[src/rtl/rtc_alarm_pkg.sv]
package rtc_alarm_pkg;

   localparam int NUM_FIELDS = 4;

   typedef enum logic [2:0] {
      RPT_EVERY_SEC  = 3'd0,
      RPT_SEC        = 3'd1,
      RPT_MIN_SEC    = 3'd2,
      RPT_HMS        = 3'd3,
      RPT_FULL       = 3'd4
   } rpt_mode_e;

   // Don't-care bits ordered {date, hour, min, sec}; 1 = field ignored.
   function automatic rpt_mode_e decode_mask(input logic [NUM_FIELDS-1:0] m);
      rpt_mode_e r;
      case (m)
         4'b1111: r = RPT_EVERY_SEC;
         4'b1110: r = RPT_SEC;
         4'b1100: r = RPT_MIN_SEC;
         4'b1000: r = RPT_HMS;
         4'b0000: r = RPT_FULL;
         default: r = RPT_EVERY_SEC;
      endcase
      return r;
   endfunction

   // Number of low-order fields (sec upward) that must match.
   function automatic logic [2:0] fields_required(input rpt_mode_e md);
      logic [2:0] n;
      case (md)
         RPT_SEC:     n = 3'd1;
         RPT_MIN_SEC: n = 3'd2;
         RPT_HMS:     n = 3'd3;
         RPT_FULL:    n = 3'd4;
         default:     n = 3'd0;
      endcase
      return n;
   endfunction

endpackage

[src/rtl/rtc_alarm_cmp.sv]
module rtc_alarm_cmp
   import rtc_alarm_pkg::*;
#(
   parameter int VAL_W = 7
) (
   input  logic [NUM_FIELDS-1:0][VAL_W-1:0] now_v,
   input  logic [NUM_FIELDS-1:0][VAL_W-1:0] alm_v,
   input  logic [NUM_FIELDS-1:0]            mask,
   output rpt_mode_e                        mode,
   output logic                             hit
);

   logic [NUM_FIELDS-1:0] field_eq;
   logic [NUM_FIELDS-1:0] field_need;
   logic [2:0]            depth;

   if (VAL_W < 6 || VAL_W > 15) begin : g_bad_width
      $error("rtc_alarm_cmp: VAL_W out of range");
   end

   assign mode  = decode_mask(mask);
   assign depth = fields_required(mode);

   for (genvar i = 0; i < NUM_FIELDS; i++) begin : g_field
      assign field_eq[i]   = (now_v[i] == alm_v[i]);
      assign field_need[i] = (depth > 3'(i));
   end

   assign hit = &(field_eq | ~field_need);

endmodule

[src/rtl/rtc_alarm_flag.sv]
module rtc_alarm_flag #(
   parameter bit SET_WINS = 1'b1
) (
   input  logic clk,
   input  logic rst_n,
   input  logic set_req,
   input  logic clr_req,
   output logic flag
);

   logic flag_nxt;

   if (SET_WINS) begin : g_set_first
      always_comb begin
         if (set_req)      flag_nxt = 1'b1;
         else if (clr_req) flag_nxt = 1'b0;
         else              flag_nxt = flag;
      end
   end else begin : g_clr_first
      always_comb begin
         if (clr_req)      flag_nxt = 1'b0;
         else if (set_req) flag_nxt = 1'b1;
         else              flag_nxt = flag;
      end
   end

   always_ff @(posedge clk or negedge rst_n) begin
      if (!rst_n) flag <= 1'b0;
      else        flag <= flag_nxt;
   end

endmodule

[src/rtl/rtc_ftest_gen.sv]
module rtc_ftest_gen #(
   parameter int WD_W = 8
) (
   input  logic            clk,
   input  logic            rst_n,
   input  logic            ftest_on,
   input  logic            irq_en,
   input  logic            wd_steer,
   input  logic [WD_W-1:0] wd_count,
   input  logic            tick_1024hz,
   output logic            active,
   output logic            phase
);

   if (WD_W < 1) begin : g_bad_wd
      $error("rtc_ftest_gen: WD_W must be positive");
   end

   logic wd_zero;

   assign wd_zero = (wd_count == '0);
   assign active  = ftest_on & ~irq_en & (wd_steer | wd_zero);

   always_ff @(posedge clk or negedge rst_n) begin
      if (!rst_n)           phase <= 1'b0;
      else if (!active)     phase <= 1'b0;
      else if (tick_1024hz) phase <= ~phase;
   end

endmodule

[src/rtl/rtc_alarm_irq.sv]
module rtc_alarm_irq
   import rtc_alarm_pkg::*;
#(
   parameter int REG_W    = 8,
   parameter int WD_W     = 8,
   parameter bit SET_WINS = 1'b1
) (
   input  logic             clk,
   input  logic             rst_n,
   input  logic             tick_1hz,
   input  logic             tick_1024hz,
   input  logic             in_backup,
   input  logic [REG_W-2:0] now_sec,
   input  logic [REG_W-2:0] now_min,
   input  logic [REG_W-2:0] now_hour,
   input  logic [REG_W-2:0] now_date,
   input  logic [REG_W-1:0] alm_sec,
   input  logic [REG_W-1:0] alm_min,
   input  logic [REG_W-1:0] alm_hour,
   input  logic [REG_W-1:0] alm_date,
   input  logic             irq_en,
   input  logic             irq_bkp_en,
   input  logic             ftest_on,
   input  logic             wd_steer,
   input  logic [WD_W-1:0]  wd_count,
   input  logic             ctl_read,
   output logic             alarm_pending,
   output logic             irq_drive_low
);

   localparam int VAL_W    = REG_W - 1;
   localparam int MASK_BIT = REG_W - 1;

   if (REG_W < 7 || REG_W > 16) begin : g_bad_reg
      $error("rtc_alarm_irq: REG_W out of range");
   end

   logic [NUM_FIELDS-1:0][VAL_W-1:0] now_v;
   logic [NUM_FIELDS-1:0][VAL_W-1:0] alm_v;
   logic [NUM_FIELDS-1:0]            field_mask;
   logic [NUM_FIELDS-1:0][REG_W-1:0] alm_raw;
   rpt_mode_e                        rpt_mode;
   logic                             hit;
   logic                             ft_active;
   logic                             ft_phase;
   logic                             alarm_low;

   // Field order: 0 = seconds, 1 = minutes, 2 = hours, 3 = date
   assign now_v[0] = now_sec;
   assign now_v[1] = now_min;
   assign now_v[2] = now_hour;
   assign now_v[3] = now_date;

   assign alm_raw[0] = alm_sec;
   assign alm_raw[1] = alm_min;
   assign alm_raw[2] = alm_hour;
   assign alm_raw[3] = alm_date;

   for (genvar f = 0; f < NUM_FIELDS; f++) begin : g_split
      assign alm_v[f]      = alm_raw[f][VAL_W-1:0];
      assign field_mask[f] = alm_raw[f][MASK_BIT];
   end

   rtc_alarm_cmp #(
      .VAL_W (VAL_W)
   ) i_cmp (
      .now_v (now_v),
      .alm_v (alm_v),
      .mask  (field_mask),
      .mode  (rpt_mode),
      .hit   (hit)
   );

   rtc_alarm_flag #(
      .SET_WINS (SET_WINS)
   ) i_flag (
      .clk     (clk),
      .rst_n   (rst_n),
      .set_req (tick_1hz & hit),
      .clr_req (ctl_read),
      .flag    (alarm_pending)
   );

   rtc_ftest_gen #(
      .WD_W (WD_W)
   ) i_ftest (
      .clk         (clk),
      .rst_n       (rst_n),
      .ftest_on    (ftest_on),
      .irq_en      (irq_en),
      .wd_steer    (wd_steer),
      .wd_count    (wd_count),
      .tick_1024hz (tick_1024hz),
      .active      (ft_active),
      .phase       (ft_phase)
   );

   assign alarm_low     = alarm_pending & (in_backup ? irq_bkp_en : irq_en);
   assign irq_drive_low = ft_active ? ft_phase : alarm_low;

endmodule

[config.mk]
export PLATFORM = sky130hd
export DESIGN_NAME = rtc_alarm_irq
export DESIGN_NICKNAME = d
export VERILOG_FILES = /design/src/rtl/rtc_alarm_pkg.sv /design/src/rtl/rtc_alarm_cmp.sv /design/src/rtl/rtc_alarm_flag.sv /design/src/rtl/rtc_ftest_gen.sv /design/src/rtl/rtc_alarm_irq.sv
export SDC_FILE = /design/constraint.sdc
export NUM_CORES = 1
export LEC_CHECK = 0
export ABC_CLOCK_PERIOD_IN_PS = 1460
export BUFFER_PORTS_ARGS = -buffer_cell sky130_fd_sc_hd__buf_2
export CAP_MARGIN = 5
export CORE_MARGIN = 5
export CORE_UTILIZATION = 27
export CTS_CLUSTER_SIZE = 12
export DETAILED_ROUTE_END_ITERATION = 8
export GPL_TIMING_DRIVEN = 0
export PLACE_DENSITY = 0.86
export SLEW_MARGIN = 20
export SYNTH_ARGS = -nofsm -noshare
export SYNTH_HDL_FRONTEND = slang
export SYNTH_SLANG_ARGS = --single-unit
[constraint.sdc]
create_clock -name clk -period 1.46 [get_ports clk]
set_input_delay 0.219 -clock clk [delete_from_list [all_inputs] [get_ports clk]]
set_output_delay 0.219 -clock clk [all_outputs]
set_load 0.1 [all_outputs]
# == Word level (Yosys, flattened, before mapping) ==
# Cells that the tools add are included.
# totals
ff_bits,2
in_bits,78
word_cells,39
# op_classes
order_cmp,4
eq_ne,12
n_mux,8
n_bitwise,9
reduce_logical,4
# ops
cell,count
$eq A7 B7 Y1,4
$pmux W3 S4,2
$eq A4 B4 Y1 const B,3
$logic_not A8 Y1,1
$eq A3 B2 Y1 const B,2
$gt A3 B1 Y1 const B,2
$gt A3 B2 Y1 const B,2
$mux W1,6
$and A1 B1 Y1,4
$logic_not A4 Y1,1
$not A4 Y4,1
$or A4 B4 Y4,1
$reduce_and A4 Y1,1
$eq A3 B1 Y1 const B,1
$eq A3 B3 Y1 const B,1
$ne A2 B2 Y1 const B,1
$not A1 Y1,2
$reduce_bool A2 Y1,1
$or A1 B1 Y1,1

# == Longest topological paths before layout ==
# Gate-level depths: netlist of the first run.
# logic_depth
ltp_word,10
depth_mapped,5

# == Cells and area by module ==
# From an unflattened synthesis of the first run, not the netlist that was laid out.
# hier_totals
hier_cells,61
area_unflattened_um2,530.5
# modules_own_cells
mod,n_inst,cells_per_inst,area_each_um2,seq_area_each_um2
rtc_alarm_cmp,1,46,382.9,0.0
rtc_ftest_gen,1,7,80.1,25.0
rtc_alarm_flag,1,3,36.3,25.0
rtc_alarm_irq,1,5,31.3,0.0

# == Worst setup path after synthesis of the first run ==
# No wires, ideal clock.
# synth_path
kind,register -> output
from,reg i_flag.flag
to,out irq_drive_low
arrival_ns,3.342
required_ns,1.241
slack_ns,-2.101
stages_incl_launch_ff,3
cell_sequence,dfrtp_1 -> inv_1 -> o31ai_1
# synth_via
elab_chain_cells,2
# synth_rtl
element,line_no,text
"start, declared",rtc_alarm_flag.sv:8,output logic flag
"start signal, assigned",rtc_alarm_flag.sv:29,else flag <= flag_nxt;
$and A1 B1 Y1,rtc_alarm_irq.sv:98,assign alarm_low = alarm_pending & (in_backup ? irq_bkp_en : irq_en);
$mux W1,rtc_alarm_irq.sv:99,assign irq_drive_low = ft_active ? ft_phase : alarm_low;
"end, declared",rtc_alarm_irq.sv:28,output logic irq_drive_low
# Every way passes these cells.

# == Worst setup path after layout of the first run ==
# layout_path
from,in wd_count[2]
to,out irq_drive_low
# layout_via
elab_chain_cells,4
# layout_rtl
element,line_no,text
"start, declared",rtc_alarm_irq.sv:25,"input logic [WD_W-1:0] wd_count,"
$logic_not A8 Y1,rtc_ftest_gen.sv:21,assign wd_zero = (wd_count == '0);
$or A1 B1 Y1,rtc_ftest_gen.sv:22,assign active = ftest_on & ~irq_en & (wd_steer | wd_zero);
$and A1 B1 Y1,rtc_ftest_gen.sv:22,
$mux W1,rtc_alarm_irq.sv:99,
# Every way passes these cells.

==> results.json, run 1 <==
{
  "status": "complete, but fails checks",
  "violations": "setup timing",
  "finalSetupViolCount": 1,
  "row_count": 15,
  "synth_top_area_cell": "xnor2_1",
  "synth_nets": 132,
  "p_per_area_nw_per_um2": 485.1,
  "numCtsBuffers": 3,
  "syn_to_final_growth_pct": 117.8,
  "clk_path_buf_depth": 2,
  "syn-cell-area_um2": 478.0,
  "ys_warn_count": 0,
  "period_needed_ps": 1485,
  "cts_root_buf": "clkbuf_4",
  "core_um2": 1708,
  "crit_path_start_kind": "input pin",
  "max-slew-margin-rel_pct": 67.54,
  "io_buffers": 79,
  "gp_congestion": 0.6587,
  "wl_mm": 1.839,
  "dpl.hpwl_mm": 1.647,
  "ant_nets": 0,
  "synth-seq-cells": 2,
  "antenna_found_initial": 0,
  "avgSynthCellArea_um2": 8.851,
  "via_per_inst": 4.409,
  "cp_slowest_stage_delay_ps": 260,
  "vias": 723,
  "cts_sinks": 2,
  "hp-class": "input pin to flip-flop",
  "total_power_mw": 0.5049,
  "fin_nets": 218,
  "mostFrequentLayoutCells": "buf_2, xnor2_1, xor2_1",
  "cp.required_ps": 1240,
  "placed_area_um2": 924.6,
  "synthTopCellsByArea": "xnor2_1, xor2_1, dfrtp_1",
  "syn_inst": 54,
  "critPathCaptureType": "primary output",
  "place_ws_ps": -622.7,
  "dieWidth_um": 52.08,
  "crit_chain": "buf_2, nor4_4, a21oi_2, nor3b_2, nand2_1, o31ai_4, buf_12",
  "clock_latency_ps": 230,
  "mostFrequentLayoutCell": "buf_2",
  "drc": 0,
  "drive_gt1_share_pct": 66.19,
  "die_h_um": 52.08,
  "grt_pass1_vias": 716,
  "num_io_pins": 80,
  "grt_use_total_pct": 13.03,
  "slowest_stage": "nor4_4",
  "synth_top_area_share_pct": 27.49,
  "fin_area_um2": 1041,
  "drv_cap": 0,
  "drt_iter0_markers": 1,
  "fmax_ghz": 0.6735,
  "worst-slew-pin-transition_ps": 490.3,
  "cts_tree": "built",
  "grt_pass1_wl_mm": 2.649,
  "critPathKind": "input pin to primary output",
  "grt_remaining_overflow": 0,
  "yosys.cell_types.count": 19,
  "maxSlewViolCount": 0,
  "first_pass_iters": 2,
  "ys_seq_area_share_pct": 10.47,
  "die-area_um2": 2712,
  "grt_setup_unrepaired": "yes",
  "setup_slack_ps": -24.83,
  "fin_skew_ps": 0,
  "ir_worst_vdd_uv": 431.1,
  "clk_pin_slew_ps": 40,
  "initial_core_util_pct": 27.99,
  "grt_max_degree": 4,
  "crit_fanout": 2,
  "hold_violations": 0,
  "cellLeakagePower_nw": 0.5172,
  "routedWlPerCell_um": 11.21,
  "cp_data_arrival_time_ps": 1270,
  "cts_max_level": 1,
  "diodes": 0,
  "post-route-period-util_pct": 101.7
}
[synth_stat cells]
cell type / instances
nand2_1: 1
inv_1: 2
a2111oi_0: 1
a2111oi_2: 1
dfrtp_1: 2
nor2_1: 1
nor3b_1: 1
o32ai_1: 1
xnor2_1: 15
o41ai_1: 1
and2_1: 1
a21oi_1: 1
nor4_4: 1
nand4_1: 3
mux2i_1: 1
nor4_1: 5
xor2_1: 14
a41o_1: 1
o31ai_1: 1
[sequential cells by signal, indices dropped and copies added (netlist names)]
name           count
i_flag.flag        1
i_ftest.phase      1
[worst max-delay path: cells and delay by family]
kind                   cells  cell delay, ps
AND/OR/NAND/NOR            3             550
buffers and inverters      2             320
AO/OA/AOI/OAI              2             170
[final cells by class]
type / instances / area, um2
Fill cell: 140 / 666.9
Multi-Input combinational cell: 50 / 473.0
Timing Repair Buffer: 81 / 446.7
Sequential cell: 2 / 53.80
Tap cell: 25 / 31.28
Clock buffer: 4 / 26.28
Inverter: 2 / 10.01
[final timing paths]
path / start / to / slack [ps] / cells past startpoint
worst min register to register: i_ftest.phase / i_ftest.phase / 620 / 2
worst max-delay path: wd_count[2] / irq_drive_low / -20 / 7
worst max register to register: i_ftest.phase / i_ftest.phase / 650 / 2
max in group asynchronous: rst_n / i_flag.flag / 1040 / 2
min in group asynchronous: rst_n / i_flag.flag / 310 / 2
worst min-delay path: ctl_read / i_flag.flag / 170 / 2
[metrics by stage]
step	util, %	hold WS, ps	setup TNS [ps]	instances
after floorplan	-	-76.59	-255.2	54
after global placement	54.14	5.078	-555.9	158
after detailed placement	54.14	9.241	-622.7	158
after CTS	60.95	159.4	-57.87	164
after global routing	60.95	158.6	-115.4	164
final	60.95	172.3	-24.83	164
[repair_timing]
action                                  in CTS  in global routing
endpoints found under the setup margin       1                  1
gates cloned                                 0                  0
endpoints found under the hold margin        2                  0
resized for setup                           13                  0
setup buffers                                1                  0
pin swaps                                    5                  4
hold buffers                                 1                  0
[layer usage]
layer  wire length [um]  up-vias  GRT usage (%)  share of wire [%]
met4                  0        0          3.930                  0
met3                318        0          6.877                 17
met2                924       56          24.48                 50
li1                   -      368              -                  -
met1                595      299          11.84                 32
met5                  0        -              0                  0
[where the power goes]
part	leakage [nW]	internal [mW]	switching [mW]
sequential	0.0247	0.0623	0.00383
clock	0.0150	0.102	0.0374
combinational	0.477	0.156	0.144
[logic make-up after synthesis]
logic type	after synthesis	share of synthesized area, %
buffers and inverters	2	1.571
xor gates and xnor gates	29	53.14
and+or+nand+nor	13	19.37
AOI/OAI and AO/OA	7	13.35
DFF	2	10.47
muxes	1	2.094
No activity file was read; power rests on OpenSTA's default activity.
==> inputs of run 2 (changes only) <==
ABC_AREA = 1   (was default)
CORE_ASPECT_RATIO = 0.7   (was default)
CORE_UTILIZATION = 33   (was 27)
==> results.json, run 2 <==
{
  "p_per_area_nw_per_um2": 441.9,
  "cts_tree": "built",
  "grt_pass1_wl_mm": 3.408,
  "yosys-top-cells-count": "nand2_1, inv_1, nor2_1",
  "avgSynthCellArea_um2": 4.569,
  "top_regs": "i_flag.flag x1, i_ftest.phase x1",
  "gp_congestion": 0.7489,
  "cellLeakagePower_nw": 0.8427,
  "crit_fanout": 3,
  "yosys.cell_types.count": 13,
  "fin_nets": 315,
  "dp_cells": 253,
  "ys_async_sr_fraction_pct": 100.0,
  "p_seq_share_pct": 12.7,
  "cp.required_ps": 1240,
  "fin_area_um2": 1189,
  "antenna_found_initial": 0,
  "dieWidth_um": 64.83,
  "grt_max_degree": 4,
  "via_per_inst": 4.023,
  "mostFrequentLayoutCell": "buf_2",
  "fin_util_pct": 61.41,
  "row_count": 13,
  "synthTopCellsByArea": "nand2_1, inv_1, nor2_1",
  "p_int_mw": 0.3161,
  "vias": 1038,
  "drt_iter0_markers": 10,
  "routedWlPerCell_um": 8.283,
  "post-cts-setup-buffers": 0,
  "status": "complete, no violations",
  "power_frac_clock_pct": 26.6,
  "die_h_um": 48.38,
  "cts_sinks": 2,
  "ys_seq_area_share_pct": 7.207,
  "crit_path_start_kind": "input pin",
  "fmax_ghz": 0.7458,
  "p_switching_mw": 0.2091,
  "dpl.hpwl_mm": 1.921,
  "ant_nets": 0,
  "num_io_pins": 80,
  "core_um2": 1936,
  "placed_area_um2": 1135,
  "clock_latency_ps": 230,
  "syn-cell-area_um2": 694.4,
  "setup-tns-final_ps": 0,
  "synth_top_area_share_pct": 35.14,
  "hold_violations": 0,
  "combPwrFrac_pct": 60.7,
  "p_sw_share_pct": 39.81,
  "drc": 0,
  "synth_flop_cell": "dfrtp_1",
  "synth-seq-cells": 2,
  "grt_setup_unrepaired": "no",
  "critPathCaptureType": "primary output",
  "synth_nets": 230,
  "setup_slack_ps": 119.1,
  "ir_worst_vdd_uv": 161.5,
  "maxSlewViolCount": 0,
  "diodes": 0,
  "die-area_um2": 3136,
  "period_needed_ps": 1341,
  "grtUsageMet3_pct": 2.304,
  "worst-slew-pin-transition_ps": 484.4,
  "syn_inst": 152,
  "use_met2_pct": 21.56,
  "drv_cap": 0,
  "grt_pass1_vias": 929,
  "layoutNonFillerInstCount": 258,
  "synth_top_area_cell": "nand2_1",
  "synth_edf_count": 0,
  "place_ws_ps": -97.75,
  "met1_usage_pct": 16.69,
  "max-slew-margin-rel_pct": 67.93,
  "hold_ws_ps": 262.2,
  "finalSetupViolCount": 0,
  "grt.busiest_layer": "met2",
  "cts_root_buf": "clkbuf_4",
  "clk_path_buf_depth": 2,
  "syn_to_final_growth_pct": 71.17,
  "total_power_mw": 0.5252,
  "post-route-period-util_pct": 91.84,
  "io_buffers": 79,
  "clk_pin_slew_ps": 30,
  "grt_remaining_overflow": 0,
  "critPathKind": "input pin to primary output",
  "numCtsBuffers": 3,
  "grt_use_total_pct": 12.94,
  "ys_warn_count": 0,
  "mostFrequentLayoutCells": "buf_2, nand2_1, inv_1, nor2_1, xnor2_1",
  "yosysMostFrequentCell": "nand2_1",
  "fin_skew_ps": 0,
  "fillers": 205,
  "hp-class": "input pin to flip-flop",
  "drive_gt1_share_pct": 37.29,
  "initial_core_util_pct": 35.88,
  "first_pass_iters": 4,
  "cts_max_level": 1,
  "wl_mm": 2.137,
  "cp_data_arrival_time_ps": 1120
}
-- run 2: path summary, 6_finish.rpt --
check / startpoint / to / slack (ps) / cells past startpoint
worst max-delay path: wd_count[3] / irq_drive_low / 120 / 7
worst min-delay path: tick_1hz / i_flag.flag / 260 / 3
worst max register to register: i_flag.flag / i_flag.flag / 610 / 3
worst min register to register: i_ftest.phase / i_ftest.phase / 570 / 2
max in group asynchronous: rst_n / i_flag.flag / 1030 / 2
min in group asynchronous: rst_n / i_flag.flag / 310 / 2
-- run 2: area by class of cell --
type                       count  area, um2  share of cell area, %
sequential                     2      53.80                  4.526
clock buffer                   4      26.28                  2.211
multi-input combinational    111      519.2                  43.68
inverter                      39      146.4                  12.32
tap                           22      27.53                  2.316
timing repair buffer          80      415.4                  34.95
-- run 2: per-layer routing --
metal / routed length, um / up-vias / part of all wire [%]
li1: - / 602 / -
met1: 946 / 399 / 44
met2: 1019 / 37 / 48
met3: 172 / 0 / 8.0
met4: 0 / 0 / 0
met5: 0 / - / 0
-- run 2: power groups by stage --
| stage | logic [mW] | registers (mW) | clock network (mW) |
|---|---|---|---|
| after floorplan | 0.145 | 0.0940 | 0 |
| after global placement | 0.303 | 0.0671 | 0 |
| after detailed placement | 0.309 | 0.0672 | 0 |
| after CTS | 0.318 | 0.0666 | 0.146 |
| after global routing | 0.356 | 0.0672 | 0.155 |
| final | 0.319 | 0.0666 | 0.140 |
-- run 2: kinds of logic (layout without fill, tap and decap cells) --
logic type	after synthesis	after routing	share of synthesized area [%]
buf+inv	39	123	21.08
xor+xnor	11	11	13.87
simple gates	93	93	51.53
compound gates	7	7	6.306
flops	2	2	7.207
-- run 2: critical path, cell delays in order --
cell	delay, ps
buf_2	90
nor2_1	120
nand4_1	110
nand2_1	80
nand3_2	120
a21oi_4	180
buf_8	210
-- run 2: repair_timing --
action | in CTS | in global routing
hold buffers | 1 | 0
resized for setup | 3 | 2
endpoints found under the hold margin | 2 | 0
setup endpoints to repair | 1 | 1
==> inputs of run 3 (changes only) <==
CORE_ASPECT_RATIO = 0.9   (was 0.7)
==> results.json, run 3 (synthesis results as in run 2) <==
{
  "r2r-start": "i_flag.flag",
  "syn_to_final_growth_pct": 72.43,
  "row_count": 15,
  "critPathKind": "input pin to primary output",
  "ant_nets": 0,
  "startpoint": "wd_count[1]",
  "fmax_ghz": 0.7714,
  "grt_remaining_overflow": 0,
  "slowest_stage": "a21oi_4",
  "antenna_found_initial": 0,
  "post-route-period-util_pct": 88.79,
  "io_buffers": 79,
  "grt_max_degree": 4,
  "clk_path_buf_depth": 2,
  "hp-class": "input pin to flip-flop",
  "die-area_um2": 3123,
  "cellLeakagePower_nw": 0.8441,
  "first_pass_iters": 4,
  "max-slew-margin-rel_pct": 67.92,
  "period_needed_ps": 1296,
  "crit_path_start_kind": "input pin",
  "finalSetupViolCount": 0,
  "cts_tree": "built",
  "fin_skew_ps": 0,
  "drt_iter0_markers": 20,
  "fillers": 212,
  "grt_use_total_pct": 11.96,
  "cts_sinks": 2,
  "die_h_um": 53.52,
  "dieWidth_um": 58.36,
  "cp.required_ps": 1240,
  "hold_start": "tick_1hz",
  "grt_pass1_vias": 873,
  "critPathCaptureType": "primary output",
  "via_per_inst": 4.073,
  "diodes": 0,
  "mostFrequentLayoutCell": "buf_2",
  "cts_root_buf": "clkbuf_4",
  "wl_mm": 2.027,
  "grt_pass1_wl_mm": 3.049,
  "core_um2": 1952,
  "routedWlPerCell_um": 7.766,
  "hold_violations": 0,
  "drv_cap": 0,
  "post-cts-setup-buffers": 0,
  "crit_chain": "buf_2, nor2_1, nand4_1, nand2_1, nand3_2, a21oi_4, buf_12",
  "worst-slew-pin-transition_ps": 484.5,
  "initial_core_util_pct": 35.58,
  "maxSlewViolCount": 0,
  "grt_setup_unrepaired": "no",
  "p_per_area_nw_per_um2": 437.1,
  "ir_worst_vdd_uv": 271.4,
  "status": "complete, no violations",
  "crit_fanout": 3,
  "clock_latency_ps": 230,
  "top_regs": "i_flag.flag x1, i_ftest.phase x1",
  "gp_congestion": 0.7356,
  "cp_slowest_stage_delay_ps": 190,
  "mostFrequentLayoutCells": "buf_2, nand2_1, inv_1, nor2_1, xnor2_1",
  "vias": 1063,
  "dpl.hpwl_mm": 1.855,
  "drc": 0,
  "cts_max_level": 1,
  "num_io_pins": 80,
  "fin_nets": 315,
  "drive_gt1_share_pct": 37.29,
  "hold_ws_ps": 269.1,
  "cp_data_arrival_time_ps": 1080,
  "clk_pin_slew_ps": 40,
  "numCtsBuffers": 3,
  "total_power_mw": 0.5233
}
run 3: power breakdown:
| part | switching, mW | internal, mW |
|---|---|---|
| clock | 0.0343 | 0.102 |
| combinational | 0.166 | 0.155 |
| sequential | 0.00393 | 0.0626 |
| total | 0.204 | 0.319 |
run 3: final timing paths:
path                       slack [ps]            end  depth (start not counted)
min                               270    i_flag.flag                          3
min reg2reg                       580  i_ftest.phase                          2
max                               160  irq_drive_low                          7
min in group asynchronous         320    i_flag.flag                          2
max in group asynchronous        1030  i_ftest.phase                          2
max reg2reg                       610    i_flag.flag                          3
run 3: routing by layer:
layer | vias to the layer above | global-route usage [%] | part of all wire [%]
li1 | 599 | - | -
met1 | 422 | 14.25 | 40
met2 | 42 | 22.68 | 49
met3 | 0 | 0.9756 | 11
met4 | 0 | 3.475 | 0
met5 | - | 0 | 0
run 3: area by class of cell:
cell class                 count  area [um2]  area share [%]
timing repair buffer          80       420.4           35.11
clock buffer                   4       26.28           2.194
sequential                     2       53.80           4.493
multi-input combinational    111       519.2           43.36
tap                           25       31.28           2.612
inverter                      39       146.4           12.23
run 3: per-stage QoR:
step	std cells	utilization (%)	setup TNS (ps)	cell area [um2]	worst slack (ps)
2_1_floorplan	152	-	-40.16	711.9	-40.16
3_3_place_gp	256	58.33	-71.28	1139	-71.28
3_5_place_dp	256	58.33	-81.83	1139	-81.83
4_1_cts	261	60.32	0	1177	35.16
5_1_grt	261	61.35	0	1197	27.19
6_report	261	61.35	0	1197	163.6
run 3: timing repair:
| action | in CTS | in global routing |
|---|---|---|
| hold buffers | 1 | 0 |
| setup endpoints to repair | 1 | 1 |
| endpoints found under the hold margin | 2 | 0 |
| gates resized for setup | 1 | 5 |
run 3: worst max-delay path, delay by kind of cell:
family	cells	cell delay (ps)
buffers and inverters	2	280
and+or+nand+nor	4	380
AOI/OAI and AO/OA	1	190
